<file path="config.mk">
export PLATFORM = sky130hd
export DESIGN_NAME = irq_status_ctrl
export DESIGN_NICKNAME = d
export VERILOG_FILES = /design/src/rtl/irq_status_pkg.sv /design/src/rtl/irq_sleep_guard.sv /design/src/rtl/irq_status_reg.sv /design/src/rtl/irq_cpu_port.sv /design/src/rtl/irq_line.sv /design/src/rtl/irq_status_ctrl.sv
export SDC_FILE = /design/constraint.sdc
export NUM_CORES = 1
export LEC_CHECK = 0
export ABC_AREA = 0
export ABC_CLOCK_PERIOD_IN_PS = 1500
export CAP_MARGIN = 10
export CORE_ASPECT_RATIO = 1.1
export CORE_UTILIZATION = 40
export CTS_CLUSTER_SIZE = 24
export DETAILED_ROUTE_END_ITERATION = 8
export DONT_BUFFER_PORTS = 1
export GPL_TIMING_DRIVEN = 0
export PLACE_DENSITY_LB_ADDON = 0.25
export RECOVER_POWER = 50
export SETUP_SLACK_MARGIN = 0.1
export SLEW_MARGIN = 20
export SYNTH_ARGS = -nofsm -noshare
export SYNTH_HDL_FRONTEND = slang
export SYNTH_HIERARCHICAL = 1
export SYNTH_SLANG_ARGS = --single-unit
export TNS_END_PERCENT = 20
</file>
<file path="constraint.sdc">
create_clock -name clk -period 1.5 [get_ports clk]
set_clock_uncertainty 0.1 [all_clocks]
set_input_delay 0.225 -clock clk [delete_from_list [all_inputs] [get_ports clk]]
set_output_delay 0.225 -clock clk [all_outputs]
set_load 0.01 [all_outputs]
</file>
<file path="src/rtl/irq_status_pkg.sv">
package irq_status_pkg;
  localparam int unsigned WORD_W      = 32;
  localparam int unsigned BIT_SLEEP   = 31;
  localparam int unsigned BIT_DMA_WR  = 30;
  localparam int unsigned BIT_DMA_RD  = 29;
  localparam int unsigned BIT_DMA_RDY = 28;

  typedef logic [WORD_W-1:0] word_t;

  typedef enum logic [1:0] {
    CPU_REG_STATUS = 2'd0,
    CPU_REG_ACK    = 2'd1,
    CPU_REG_ENABLE = 2'd2,
    CPU_REG_SPARE  = 2'd3
  } cpu_reg_e;

  // Bits owned by the host message field.
  function automatic word_t msg_mask(input int unsigned msg_w);
    word_t m;
    m = '0;
    for (int unsigned i = 0; i < msg_w; i++) m[i] = 1'b1;
    return m;
  endfunction

  // Bits raised by hardware events.
  function automatic word_t hw_mask();
    word_t m;
    m = '0;
    m[BIT_SLEEP]   = 1'b1;
    m[BIT_DMA_WR]  = 1'b1;
    m[BIT_DMA_RD]  = 1'b1;
    m[BIT_DMA_RDY] = 1'b1;
    return m;
  endfunction

  function automatic word_t impl_mask(input int unsigned msg_w);
    return msg_mask(msg_w) | hw_mask();
  endfunction

  function automatic word_t event_vec(input logic sleep_hit, input logic wr_done,
                                      input logic rd_done, input logic rd_ready);
    word_t v;
    v = '0;
    v[BIT_SLEEP]   = sleep_hit;
    v[BIT_DMA_WR]  = wr_done;
    v[BIT_DMA_RD]  = rd_done;
    v[BIT_DMA_RDY] = rd_ready;
    return v;
  endfunction

  // Set wins over clear; unimplemented bits forced to zero.
  function automatic word_t next_status(input word_t cur, input word_t set_v,
                                        input word_t clr_v, input int unsigned msg_w);
    return ((cur & ~clr_v) | set_v) & impl_mask(msg_w);
  endfunction
endpackage

</file>
<file path="src/rtl/irq_sleep_guard.sv">
module irq_sleep_guard (
  input  logic clk,
  input  logic rst_n,
  input  logic host_valid,
  input  logic host_irq_sel,
  input  logic sleep_mode,
  output logic sleep_hit
);
  logic foreign_access;

  assign foreign_access = host_valid && !host_irq_sel;
  assign sleep_hit      = foreign_access && sleep_mode;

  // accesses to the interrupt register itself never flag
  a_r7_exempt: assert property (@(posedge clk) disable iff (!rst_n)
    (host_valid && host_irq_sel) |-> !sleep_hit);
  // no flag outside sleep
  a_r7_awake: assert property (@(posedge clk) disable iff (!rst_n)
    !sleep_mode |-> !sleep_hit);
endmodule

</file>
<file path="src/rtl/irq_status_reg.sv">
module irq_status_reg
  import irq_status_pkg::*;
#(
  parameter int unsigned MSG_W = 16
) (
  input  logic  clk,
  input  logic  rst_n,
  input  word_t set_vec,
  input  word_t clr_vec,
  output word_t status
);
  localparam word_t IMPL = impl_mask(MSG_W);

  word_t status_q;

  always_ff @(posedge clk) begin
    if (!rst_n) status_q <= '0;
    else        status_q <= next_status(status_q, set_vec, clr_vec, MSG_W);
  end

  assign status = status_q;

  // reserved bits never hold a one
  a_r1_reserved_zero: assert property (@(posedge clk) disable iff (!rst_n)
    (status & ~IMPL) == '0);
  // every requested set is visible next cycle, even against a clear
  a_r4_set_wins: assert property (@(posedge clk) disable iff (!rst_n)
    ((set_vec & IMPL) != '0) |=> ((status & $past(set_vec & IMPL)) == $past(set_vec & IMPL)));
  // a clear without a competing set leaves the bit at zero
  a_r3_clear: assert property (@(posedge clk) disable iff (!rst_n)
    ((clr_vec & ~set_vec) != '0) |=> ((status & $past(clr_vec & ~set_vec)) == '0));
  // bits touched by neither path keep their value
  a_r5_sticky: assert property (@(posedge clk) disable iff (!rst_n)
    1'b1 |=> (((status ^ $past(status)) & ~$past(set_vec | clr_vec)) == '0));
endmodule

</file>
<file path="src/rtl/irq_cpu_port.sv">
module irq_cpu_port
  import irq_status_pkg::*;
(
  input  logic       clk,
  input  logic       rst_n,
  input  logic       cpu_valid,
  input  logic       cpu_write,
  input  logic [1:0] cpu_addr,
  input  word_t      cpu_wdata,
  input  word_t      status,
  output word_t      enable,
  output word_t      clr_vec,
  output word_t      cpu_rdata
);
  cpu_reg_e sel;
  logic     wr_en, rd_en, ack_wr, en_wr;
  word_t    enable_q;

  assign sel    = cpu_reg_e'(cpu_addr);
  assign wr_en  = cpu_valid && cpu_write;
  assign rd_en  = cpu_valid && !cpu_write;
  assign ack_wr = wr_en && (sel == CPU_REG_ACK);
  assign en_wr  = wr_en && (sel == CPU_REG_ENABLE);

  always_ff @(posedge clk) begin
    if (!rst_n)     enable_q <= '0;
    else if (en_wr) enable_q <= cpu_wdata;
  end

  assign enable  = enable_q;
  assign clr_vec = ack_wr ? cpu_wdata : '0;

  always_comb begin
    cpu_rdata = '0;
    if (rd_en) begin
      unique case (sel)
        CPU_REG_STATUS: cpu_rdata = status;
        CPU_REG_ENABLE: cpu_rdata = enable_q;
        default:        cpu_rdata = '0;
      endcase
    end
  end

  // enable write is captured exactly
  a_r9_enable_wr: assert property (@(posedge clk) disable iff (!rst_n)
    en_wr |=> (enable == $past(cpu_wdata)));
  // enable holds without a write
  a_r9_enable_hold: assert property (@(posedge clk) disable iff (!rst_n)
    !en_wr |=> $stable(enable));
  // acknowledge vector only when an acknowledge write is presented
  a_r3_ack_only: assert property (@(posedge clk) disable iff (!rst_n)
    !(cpu_valid && cpu_write && cpu_addr == 2'd1) |-> (clr_vec == '0));
endmodule

</file>
<file path="src/rtl/irq_line.sv">
module irq_line
  import irq_status_pkg::*;
(
  input  logic  clk,
  input  logic  rst_n,
  input  word_t status,
  input  word_t enable,
  output logic  irq
);
  word_t live;
  logic  irq_q;

  assign live = status & enable;

  always_ff @(posedge clk) begin
    if (!rst_n) irq_q <= 1'b0;
    else        irq_q <= |live;
  end

  assign irq = irq_q;

  // nothing pending and enabled means the line drops next cycle
  a_r10_quiet: assert property (@(posedge clk) disable iff (!rst_n)
    (live == '0) |=> !irq);
  // a rising line traces back to an enabled pending bit
  a_r10_cause: assert property (@(posedge clk) disable iff (!rst_n)
    $rose(irq) |-> ($past(status) & $past(enable)) != '0);
endmodule

</file>
<file path="src/rtl/irq_status_ctrl.sv">
module irq_status_ctrl
  import irq_status_pkg::*;
#(
  parameter int unsigned MSG_W = 16
) (
  input  logic        clk,
  input  logic        rst_n,
  input  logic        host_valid,
  input  logic        host_write,
  input  logic        host_irq_sel,
  input  logic [31:0] host_wdata,
  output logic [31:0] host_status,
  input  logic        cpu_valid,
  input  logic        cpu_write,
  input  logic [1:0]  cpu_addr,
  input  logic [31:0] cpu_wdata,
  output logic [31:0] cpu_rdata,
  input  logic        sleep_mode,
  input  logic        dma_wr_done,
  input  logic        dma_rd_done,
  input  logic        dma_rd_ready,
  output logic        cpu_irq
);
  localparam word_t MSG = msg_mask(MSG_W);

  logic  sleep_hit;
  logic  host_set_wr;
  word_t host_set_vec, set_vec, clr_vec, status, enable;

  irq_sleep_guard u_guard (
    .clk          (clk),
    .rst_n        (rst_n),
    .host_valid   (host_valid),
    .host_irq_sel (host_irq_sel),
    .sleep_mode   (sleep_mode),
    .sleep_hit    (sleep_hit)
  );

  assign host_set_wr  = host_valid && host_write && host_irq_sel;
  assign host_set_vec = host_set_wr ? (host_wdata & MSG) : '0;
  assign set_vec      = host_set_vec |
                        event_vec(sleep_hit, dma_wr_done, dma_rd_done, dma_rd_ready);

  irq_cpu_port u_cpu (
    .clk       (clk),
    .rst_n     (rst_n),
    .cpu_valid (cpu_valid),
    .cpu_write (cpu_write),
    .cpu_addr  (cpu_addr),
    .cpu_wdata (cpu_wdata),
    .status    (status),
    .enable    (enable),
    .clr_vec   (clr_vec),
    .cpu_rdata (cpu_rdata)
  );

  irq_status_reg #(.MSG_W(MSG_W)) u_status (
    .clk     (clk),
    .rst_n   (rst_n),
    .set_vec (set_vec),
    .clr_vec (clr_vec),
    .status  (status)
  );

  irq_line u_line (
    .clk    (clk),
    .rst_n  (rst_n),
    .status (status),
    .enable (enable),
    .irq    (cpu_irq)
  );

  assign host_status = status;

  // host writes never reach the upper half through the message path
  a_r2_host_msg_only: assert property (@(posedge clk) disable iff (!rst_n)
    (host_set_vec & ~MSG) == '0);
  // foreign access during sleep raises bit 31 next cycle
  a_r6_sleep_flag: assert property (@(posedge clk) disable iff (!rst_n)
    (host_valid && !host_irq_sel && sleep_mode) |=> host_status[BIT_SLEEP]);
  // CPU status read matches the host mirror
  a_r8_mirror: assert property (@(posedge clk) disable iff (!rst_n)
    (cpu_valid && !cpu_write && cpu_addr == 2'd0) |-> (cpu_rdata == host_status));
endmodule

</file>
==> results.toml <==
[outcome]
outcome = "complete, no violations"

[die]
dieHeight_um = 94.3
rows = 33
fp.dieW_um = 85.9
initial_core_util_pct = 41.5
core_sq_um = 7470
io_pins = 142
fp.dieArea_sq_um = 8100

[placement]
gp_congestion = 0.796
hpwlAfterDp_um = 6850
port_buffers = 0
place_area_sq_um = 3270
pre_cts_slack_ns = -0.0980

[route]
drc_errors = 0
avgRoutedWirePerCell_um = 19.2
vias = 2682
dr.first_iter.drc_count = 92
finalWirelength_um = 9870
via_per_inst = 5.22
drtPass1Iterations = 4
drt.antenna.violating_nets = 0

[global_route]
use_met2_pct = 40.1
met1_usage_pct = 29.9
grt.total_usage_pct = 23.4
antenna_found_initial = 0
grt-busiest-layer = "met2"
grt_pass1_vias = 2705
gr-total-overflow = 0
grt_util_met3_pct = 5.71
grt_max_degree = 15
grt_first_pass_wirelength_um = 14300

[critical_path]
cp-start-kind = "flip-flop"
crit_chain = "mux2i_1 > nor2_1"
crit_type = "flip-flop to output port"
critPathRequiredTime_ns = 1.17
critPathArrivalTime_ns = 1.09
critPathCaptureType = "output port"
cp_max_fo = 4
slowest_delay_ns = 0.48
worst_path_max_delay_cell = "dfxtp_1"

[logic_synthesis]
avgSynthCellArea_sq_um = 8.75
ys_warn_count = 6
synthCells = 354
syn_area_sq_um = 3100

[sta]
maxSlewHeadroom_pct = 50.8
setup_violations = 0
fmax_mhz = 709
final.min_clock_period_ns = 1.41
drv_slew = 0
worst_hold_slack_ns = 0.0917
fin_crit_sh_pct = 94.1
setup_ws_ns = 0.0889
rsz0062_at_grt = "yes"
max_slew.worst_pin.slew_ns = 0.738
final-hold-violation-count = 0

[layout]
fin_util_pct = 54.3
area_growth_pct = 30.9
final_layout_size_suffix_gt1_share_pct = 21.3
stdcell_area_sq_um = 4060
nets = 486
layout_common_cells = "mux2i_1, nand2_1, dfxtp_1"
antenna_cells = 0

[clock_network]
htree_levels = 2
post_cts_buffers = 0
clk_pin_slew_ns = 0.09
cts_buffers = 5
clockBufferDepth = 2
cts_root_buffer = "clkbuf_8"
cts.sinks = 53
insertion_delay_ns = 0.30
cts_tree = "built"

[power]
power.total_uw = 2850
power.density_nw_per_um2 = 701
peakVddDrop_mv = 0.407
p_leak_uw = 0.00154

[min_path]
min_path_type = "input pin to flip-flop"

[flow_run]
cap_violations = 0
[final timing paths]
kind,to,from,cells after the start,slack [ns]
setup / recovery,cpu_rdata[31],u_status/status[31],2,0.09
hold / removal,u_status/status[13],rst_n,2,0.09
setup reg to reg,u_line/irq,u_status/status[6],3,0.13
hold reg to reg,u_cpu/enable[30],u_cpu/enable[30],2,0.39
[critical path: cells and delay by family, from the launching register on]
family / cells / cell delay (ns)
muxes: 1 / 0.11
and+or+nand+nor: 1 / 0.20
DFF: 1 / 0.48
[power breakdown]
| part | total [uW] | internal, uW | switching, uW |
|---|---|---|---|
| clock network | 827 | 368 | 459 |
| registers | 1510 | 1450 | 60.9 |
| logic | 508 | 240 | 268 |
[final cells by class]
class,count,area [sq um]
clock buffer,7,86.3
fill,709,3420
tap,105,131
buffer,39,320
timing repair buffer,37,385
multi-input combinational,273,2070
sequential,53,1060
[per-stage QoR]
step / std cells / setup TNS, ns
floorplan: 365 / 0
global placement: 470 / -0.906
detailed placement: 470 / -0.916
CTS: 513 / 0
global route: 514 / 0
finish: 514 / 0
[registers in the layout, indices dropped and copies added, names as in the netlist]
register and count:
u_cpu/enable 32, u_line/irq 1, u_status/status 20
[layer usage]
layer,wire (um),up-vias
li1,-,1299
met2,4740,101
met3,679,6
met5,0,-
met1,4380,1276
met4,67,0
[timing repair]
action / 4_1_cts / 5_1_grt
pin swaps: 0 / 8
hold endpoints to repair: 36 / 0
endpoints found under the setup margin: 33 / 33
gates resized for setup: 26 / 75
hold buffers: 36 / 0
gates cloned: 0 / 1
Note: power is estimated with default switching activity, not from simulation.
